--- src/rtl/dacfe_pkg.sv ---
package dacfe_pkg;

    localparam int FRAME_W = 32;
    localparam int OP_W    = 4;
    localparam int ADR_W   = 4;
    localparam int PAD_LO  = 4;

    typedef enum logic [OP_W-1:0] {
        OP_WR_IN       = 4'd0,
        OP_UPD_OUT     = 4'd1,
        OP_WR_UPD_ALL  = 4'd2,
        OP_WR_UPD_ONE  = 4'd3,
        OP_SET_CLR     = 4'd5
    } op_e;

    localparam logic [ADR_W-1:0] ADR_ALL = 4'hF;

    localparam logic [1:0] CLR_ZERO = 2'b00;
    localparam logic [1:0] CLR_MID  = 2'b01;
    localparam logic [1:0] CLR_FULL = 2'b10;
    localparam logic [1:0] CLR_BAD  = 2'b11;

endpackage

--- src/rtl/dacfe_sync.sv ---
module dacfe_sync #(
    parameter int              W       = 1,
    parameter logic [W-1:0]    RST_VAL = '0
) (
    input  logic         clk,
    input  logic         rst_n,
    input  logic [W-1:0] d,
    output logic [W-1:0] q
);
    logic [W-1:0] meta_q;
    logic [W-1:0] sync_q;

    always_ff @(posedge clk or negedge rst_n) begin
        if (!rst_n) begin
            meta_q <= RST_VAL;
            sync_q <= RST_VAL;
        end else begin
            meta_q <= d;
            sync_q <= meta_q;
        end
    end

    assign q = sync_q;
endmodule

--- src/rtl/dacfe_rx.sv ---
module dacfe_rx
    import dacfe_pkg::*;
(
    input  logic               clk,
    input  logic               rst_n,
    input  logic               sel_s,
    input  logic               sclk_s,
    input  logic               sdi_s,
    output logic               frm_vld,
    output logic [FRAME_W-1:0] frm_word
);
    localparam int CW = $clog2(FRAME_W + 1);

    typedef struct packed {
        logic [FRAME_W-1:0] shreg;
        logic [CW-1:0]      cnt;
        logic               act;
        logic               sclk_p;
        logic               sel_p;
        logic               vld;
    } rx_t;

    rx_t d, q;
    logic sel_fall, sclk_fall;

    always_comb begin
        d        = q;
        d.vld    = 1'b0;
        d.sclk_p = sclk_s;
        d.sel_p  = sel_s;
        sel_fall  = q.sel_p & ~sel_s;
        sclk_fall = q.sclk_p & ~sclk_s;
        if (sel_fall) begin
            d.act = 1'b1;
            d.cnt = '0;
        end else if (q.act) begin
            if (sel_s) begin
                d.act = 1'b0;
            end else if (sclk_fall) begin
                d.shreg = {q.shreg[FRAME_W-2:0], sdi_s};
                if (q.cnt == CW'(FRAME_W - 1)) begin
                    d.vld = 1'b1;
                    d.act = 1'b0;
                    d.cnt = CW'(FRAME_W);
                end else begin
                    d.cnt = q.cnt + 1'b1;
                end
            end
        end
    end

    always_ff @(posedge clk or negedge rst_n) begin
        if (!rst_n) begin
            q        <= '0;
            q.sclk_p <= 1'b1;
            q.sel_p  <= 1'b1;
        end else begin
            q <= d;
        end
    end

    assign frm_vld  = q.vld;
    assign frm_word = q.shreg;
endmodule

--- src/rtl/dacfe_bank.sv ---
module dacfe_bank
    import dacfe_pkg::*;
#(
    parameter int NCH = 8,
    parameter int DW  = 16
) (
    input  logic               clk,
    input  logic               rst_n,
    input  logic               frm_vld,
    input  logic [FRAME_W-1:0] frm_word,
    input  logic               load_act,
    input  logic               clr_fall,
    input  logic               clr_low,
    output logic [NCH*DW-1:0]  out_bus,
    output logic [NCH-1:0]     pend,
    output logic [1:0]         code
);
    localparam int DAT_LSB = PAD_LO;
    localparam int ADR_LSB = DAT_LSB + DW;
    localparam int OP_LSB  = ADR_LSB + ADR_W;
    localparam int TOP_LSB = OP_LSB + OP_W;

    typedef struct packed {
        logic [NCH-1:0][DW-1:0] inr;
        logic [NCH-1:0][DW-1:0] outr;
        logic [NCH-1:0]         pend;
        logic [1:0]             code;
    } bank_t;

    bank_t d, q;

    logic [DW-1:0]    wdata;
    logic [ADR_W-1:0] adr;
    op_e              op;
    logic [NCH-1:0]   hit;
    logic [DW-1:0]    cval;
    logic             unused_bits;

    assign wdata = frm_word[DAT_LSB +: DW];
    assign adr   = frm_word[ADR_LSB +: ADR_W];
    assign op    = op_e'(frm_word[OP_LSB +: OP_W]);
    assign unused_bits = ^{frm_word[FRAME_W-1:TOP_LSB], frm_word[PAD_LO-1:0]};

    always_comb begin
        for (int i = 0; i < NCH; i++) begin
            hit[i] = (adr == ADR_ALL) || (adr == ADR_W'(i));
        end
    end

    always_comb begin
        case (q.code)
            CLR_MID:  cval = {1'b1, {(DW-1){1'b0}}};
            CLR_FULL: cval = '1;
            default:  cval = '0;
        endcase
    end

    always_comb begin
        d = q;
        if (clr_fall) begin
            for (int i = 0; i < NCH; i++) begin
                d.inr[i]  = cval;
                d.outr[i] = cval;
            end
            d.pend = '0;
        end else begin
            if (frm_vld) begin
                case (op)
                    OP_WR_IN: begin
                        for (int i = 0; i < NCH; i++) begin
                            if (hit[i]) begin
                                d.inr[i]  = wdata;
                                d.pend[i] = 1'b1;
                            end
                        end
                    end
                    OP_UPD_OUT: begin
                        for (int i = 0; i < NCH; i++) begin
                            if (hit[i]) begin
                                d.outr[i] = q.inr[i];
                                d.pend[i] = 1'b0;
                            end
                        end
                    end
                    OP_WR_UPD_ALL: begin
                        for (int i = 0; i < NCH; i++) begin
                            if (hit[i]) d.inr[i] = wdata;
                        end
                        for (int i = 0; i < NCH; i++) begin
                            d.outr[i] = d.inr[i];
                        end
                        d.pend = '0;
                    end
                    OP_WR_UPD_ONE: begin
                        for (int i = 0; i < NCH; i++) begin
                            if (hit[i]) begin
                                d.inr[i]  = wdata;
                                d.outr[i] = wdata;
                                d.pend[i] = 1'b0;
                            end
                        end
                    end
                    OP_SET_CLR: begin
                        if (wdata[1:0] != CLR_BAD) d.code = wdata[1:0];
                    end
                    default: ;
                endcase
            end
            if (load_act && !clr_low) begin
                for (int i = 0; i < NCH; i++) begin
                    if (d.pend[i]) begin
                        d.outr[i] = d.inr[i];
                        d.pend[i] = 1'b0;
                    end
                end
            end
        end
    end

    always_ff @(posedge clk or negedge rst_n) begin
        if (!rst_n) q <= '0;
        else        q <= d;
    end

    assign out_bus = q.outr;
    assign pend    = q.pend;
    assign code    = q.code;
endmodule

--- src/rtl/dac_frontend.sv ---
module dac_frontend
    import dacfe_pkg::*;
#(
    parameter int NCH = 8,
    parameter int DW  = 16
) (
    input  logic              clk,
    input  logic              rst_n,
    input  logic              sel_n,
    input  logic              sclk,
    input  logic              sdi,
    input  logic              load_n,
    input  logic              clr_n,
    output logic [NCH*DW-1:0] dac_out
);
    localparam int NSYNC = 5;

    logic [NSYNC-1:0]   pins_s;
    logic               sel_s, sclk_s, sdi_s, load_s, clr_s;
    logic               frm_vld;
    logic [FRAME_W-1:0] frm_word;
    logic               clr_p_d, clr_p_q;
    logic               clr_fall, clr_low, load_act;
    logic [NCH-1:0]     pend_w;
    logic [1:0]         code_w;

    dacfe_sync #(.W(NSYNC), .RST_VAL(5'b11011)) i_sync (
        .clk   (clk),
        .rst_n (rst_n),
        .d     ({sel_n, sclk, sdi, load_n, clr_n}),
        .q     (pins_s)
    );

    assign {sel_s, sclk_s, sdi_s, load_s, clr_s} = pins_s;

    always_comb begin
        clr_p_d  = clr_s;
        clr_fall = clr_p_q & ~clr_s;
        clr_low  = ~clr_s;
        load_act = ~load_s;
    end

    always_ff @(posedge clk or negedge rst_n) begin
        if (!rst_n) clr_p_q <= 1'b1;
        else        clr_p_q <= clr_p_d;
    end

    dacfe_rx i_rx (
        .clk      (clk),
        .rst_n    (rst_n),
        .sel_s    (sel_s),
        .sclk_s   (sclk_s),
        .sdi_s    (sdi_s),
        .frm_vld  (frm_vld),
        .frm_word (frm_word)
    );

    dacfe_bank #(.NCH(NCH), .DW(DW)) i_bank (
        .clk      (clk),
        .rst_n    (rst_n),
        .frm_vld  (frm_vld),
        .frm_word (frm_word),
        .load_act (load_act),
        .clr_fall (clr_fall),
        .clr_low  (clr_low),
        .out_bus  (dac_out),
        .pend     (pend_w),
        .code     (code_w)
    );
endmodule

--- config.mk ---
export PLATFORM = sky130hd
export DESIGN_NAME = dac_frontend
export DESIGN_NICKNAME = d
export VERILOG_FILES = /design/src/rtl/dacfe_pkg.sv /design/src/rtl/dacfe_sync.sv /design/src/rtl/dacfe_rx.sv /design/src/rtl/dacfe_bank.sv /design/src/rtl/dac_frontend.sv
export SDC_FILE = /design/constraint.sdc
export NUM_CORES = 1
export LEC_CHECK = 0
export ABC_AREA = 0
export BUFFER_PORTS_ARGS = -buffer_cell sky130_fd_sc_hd__buf_2
export CORE_MARGIN = 1
export CORE_UTILIZATION = 55
export CTS_BUF_LIST = sky130_fd_sc_hd__clkbuf_4 sky130_fd_sc_hd__clkbuf_8
export CTS_CLUSTER_DIAMETER = 30
export DETAILED_ROUTE_END_ITERATION = 8
export PLACE_DENSITY = 0.74
export SLEW_MARGIN = 20
export SYNTH_ARGS = -nofsm -noshare
export SYNTH_HDL_FRONTEND = slang
export SYNTH_SLANG_ARGS = --single-unit
--- constraint.sdc ---
create_clock -name clk -period 6.94 [get_ports clk]
set_clock_uncertainty 0.2 [all_clocks]
set_input_delay 0.694 -clock clk [delete_from_list [all_inputs] [get_ports clk]]
set_output_delay 0.694 -clock clk [all_outputs]
set_load 0.01 [all_outputs]
==> out/summary.txt <==
Synth Cell Area = 0.0183 mm^2
max-cap violation count = 0
GP Congestion = 0.929
vias in the first global route = 15400
# setup viols final = 0
failing checks = hold timing
Die Area = 0.0339 mm^2
DRC errors left = 0
Num CTS Buffers = 77
Pleak = 9.39 nW
Startpoint Class = flip-flop
R2R Setup Slk = 2.80 ns
critical path arrival = 4.42 ns
1st-iter DRT viols = 2320
crit-path cells = or3b_1 -> nor2_4 -> buf_4 -> o21ai_1 -> a222oi_1 -> a2bb2oi_1
Hold WS = -0.0227 ns
Gate Count Post-Synth = 1852
CTS tree = built
drt first pass iters = 9
via count = 16300
Ant. Diodes = 0
Slew @ Worst Pin = 1.14 ns
CTS Hold Bufs = 5
worst reg2reg path depth = 6
Slew Viols, Final = 0
register area share after synthesis = 43.2%
commonest non-fill, non-tap cells in the layout = dfrtp_1 (303), o21ai_0 (161), buf_2 (133)
post-detail-place hpwl = 35600 um
worst setup margin = 2.80 ns
Clk pin slew, worst setup/hold paths = 0.05 ns
Synth top area share = 41.6%
Die W = 184 um
area leader, netlist = dfrtp_1
syn nets = 1861
setup TNS = 0 ns
chip height = 184 um
pin count of the biggest net entering global routing = 144
clock latency on the worst-skew pair = 0.63 ns
GR Overflow Total = 0
Starting Density = 56.0%
clock sink total = 315
EDFF count, synth = 0
final critical-path share of the clock period = 59.7%
reg-to-reg startpoint = i_rx.frm_word[26]$_DFFE_PN0P_
Final Critical Period = 4.14 ns
r2r endpoint = i_bank.out_bus[30]$_DFF_PN0_
Layout area overhead = 10.3%
worst path bufs/invs = 1
Worst path depth = 6
initial antenna violation count = 0
IO Count = 135
clock tree buffer depth = 3
CP endpoint kind = flip-flop
VDD IR max = 0.155 mV
FMAX = 0.242 GHz
Crit Path Max Fanout = 54
PD cells = 233 mW/mm^2
FFs w/ async S/R, synth = 100%
CP Class = flip-flop to flip-flop
core area = 0.0326 mm^2
Synth Register Bits = 315
detailed-route wire length = 60200 um
average via count per standard cell = 7.06
Final nets = 1813
leading register cell type out of synthesis = dfrtp_1
syn avg cell area = 9.86 um^2
highest cell delay on the worst timing path = 0.93 ns
share of cells above drive strength 1 = 24.6%
Port Buffers = 134
HP Class = primary input to async pin
GRT Overall Usage = 35.3%
global-route wire length before repair = 91900 um
dpl ws = 2.93 ns
RSZ-0062 raised after global routing = false
Slew headroom = 23.8%
critical path's slowest cell = nor2_4
Worst Path Required = 7.22 ns
FP Rows = 66
wire length per cell = 26.1 um
synth warn = 0
setup bufs post-CTS = 0
outcome = finished with violations
CTS root buf = clkbuf_8
post-route ant nets = 0
synth top area cells = dfrtp_1 (42%), mux2i_1 (6.2%), buf_4 (5.3%), mux2_2 (5.1%), o21ai_0 (4.4%)
H-tree Lvls = 3
CP delay by family, top = simple AND/OR/NAND/NOR gates
commonest non-fill, non-tap cell in the layout = dfrtp_1
final hold vios = 30
Overall Power = 4.70 mW
Cell variety after synth = 79
post-cts gate resize count = 0
==> stage by stage <==
| step | instances | util, % | instance area [um^2] |
|---|---|---|---|
| 6_report | 2308 | 61.8 | 20200 |
| 3_3_place_gp | 2162 | 56.0 | 18300 |
| 2_1_floorplan | 1852 | - | 18300 |
| 4_1_cts | 2308 | 61.8 | 20100 |
| 3_5_place_dp | 2162 | 56.0 | 18300 |
| 5_1_grt | 2308 | 61.8 | 20200 |
==> power by group <==
group | internal [mW] | switching (mW) | total (mW)
sequential | 1.88 | 0.0301 | 1.91
clock | 1.65 | 0.953 | 2.60
combinational | 0.0682 | 0.119 | 0.187
==> layer usage <==
layer,share of wire [%],global-route usage [%]
met2,44,51.7
met1,39,48.0
met3,12,8.38
met5,0,0
met4,5.5,20.0
==> Yosys cell counts (19+ instances only) <==
cell / instances
dfrtp_1: 304
o21ai_0: 162
clkbuf_1: 139
buf_4: 130
mux2i_1: 113
nand2_1: 112
mux2_2: 82
a21oi_1: 58
a31oi_1: 57
a221oi_1: 55
a22oi_1: 51
a21o_1: 50
a2bb2oi_1: 38
buf_2: 36
nand3_1: 33
nor2_1: 31
o211ai_1: 29
a32oi_1: 25
and2_1: 24
nand4_1: 23
o22ai_1: 21
inv_1: 20
a21boi_0: 19
==> kinds of logic after synthesis <==
logic type / synth area share [%]
AO/OA/AOI/OAI: 26.5
buffers and inverters: 9.86
flip-flops: 43.2
AND/OR/NAND/NOR: 8.79
multiplexers: 11.2
XOR/XNOR: 0.240
adder cells (fa/ha/maj): 0.137
==> registers in the layout (all words and copies together), names as in the netlist, 2 cells and up <==
| register | count |
|---|---|
| i_bank.out_bus | 128 |
| i_bank.q | 128 |
| i_rx.frm_word | 28 |
| i_rx.q | 9 |
| i_bank.pend | 8 |
| i_sync.meta_q | 5 |
| i_sync.q | 5 |
| i_bank.code | 2 |
==> worst max path at each step <==
stage,startpoint,to,slack [ns]
global route,i_rx.frm_word[26]$_DFFE_PN0P_,i_bank.out_bus[18]$_DFF_PN0_,2.69
global placement,i_rx.frm_word[24]$_DFFE_PN0P_,i_bank.out_bus[30]$_DFF_PN0_,3.02
floorplan,i_rx.frm_word[22]$_DFFE_PN0P_,i_bank.out_bus[38]$_DFF_PN0_,4.46
CTS,i_rx.frm_word[24]$_DFFE_PN0P_,i_bank.out_bus[18]$_DFF_PN0_,2.94
detailed placement,i_rx.frm_word[24]$_DFFE_PN0P_,i_bank.out_bus[17]$_DFF_PN0_,2.93
finish,i_rx.frm_word[26]$_DFFE_PN0P_,i_bank.out_bus[30]$_DFF_PN0_,2.80
==> layout make-up <==
class / instances / area [um^2]
timing repair buffer: 189 / 1120
inverter: 20 / 75.1
clock buffer: 108 / 1410
tap: 442 / 553
fill: 2636 / 12500
multi-input combinational: 1201 / 8690
clock inverter: 33 / 419
sequential: 315 / 7900
Power figures use the tool's default switching activity.
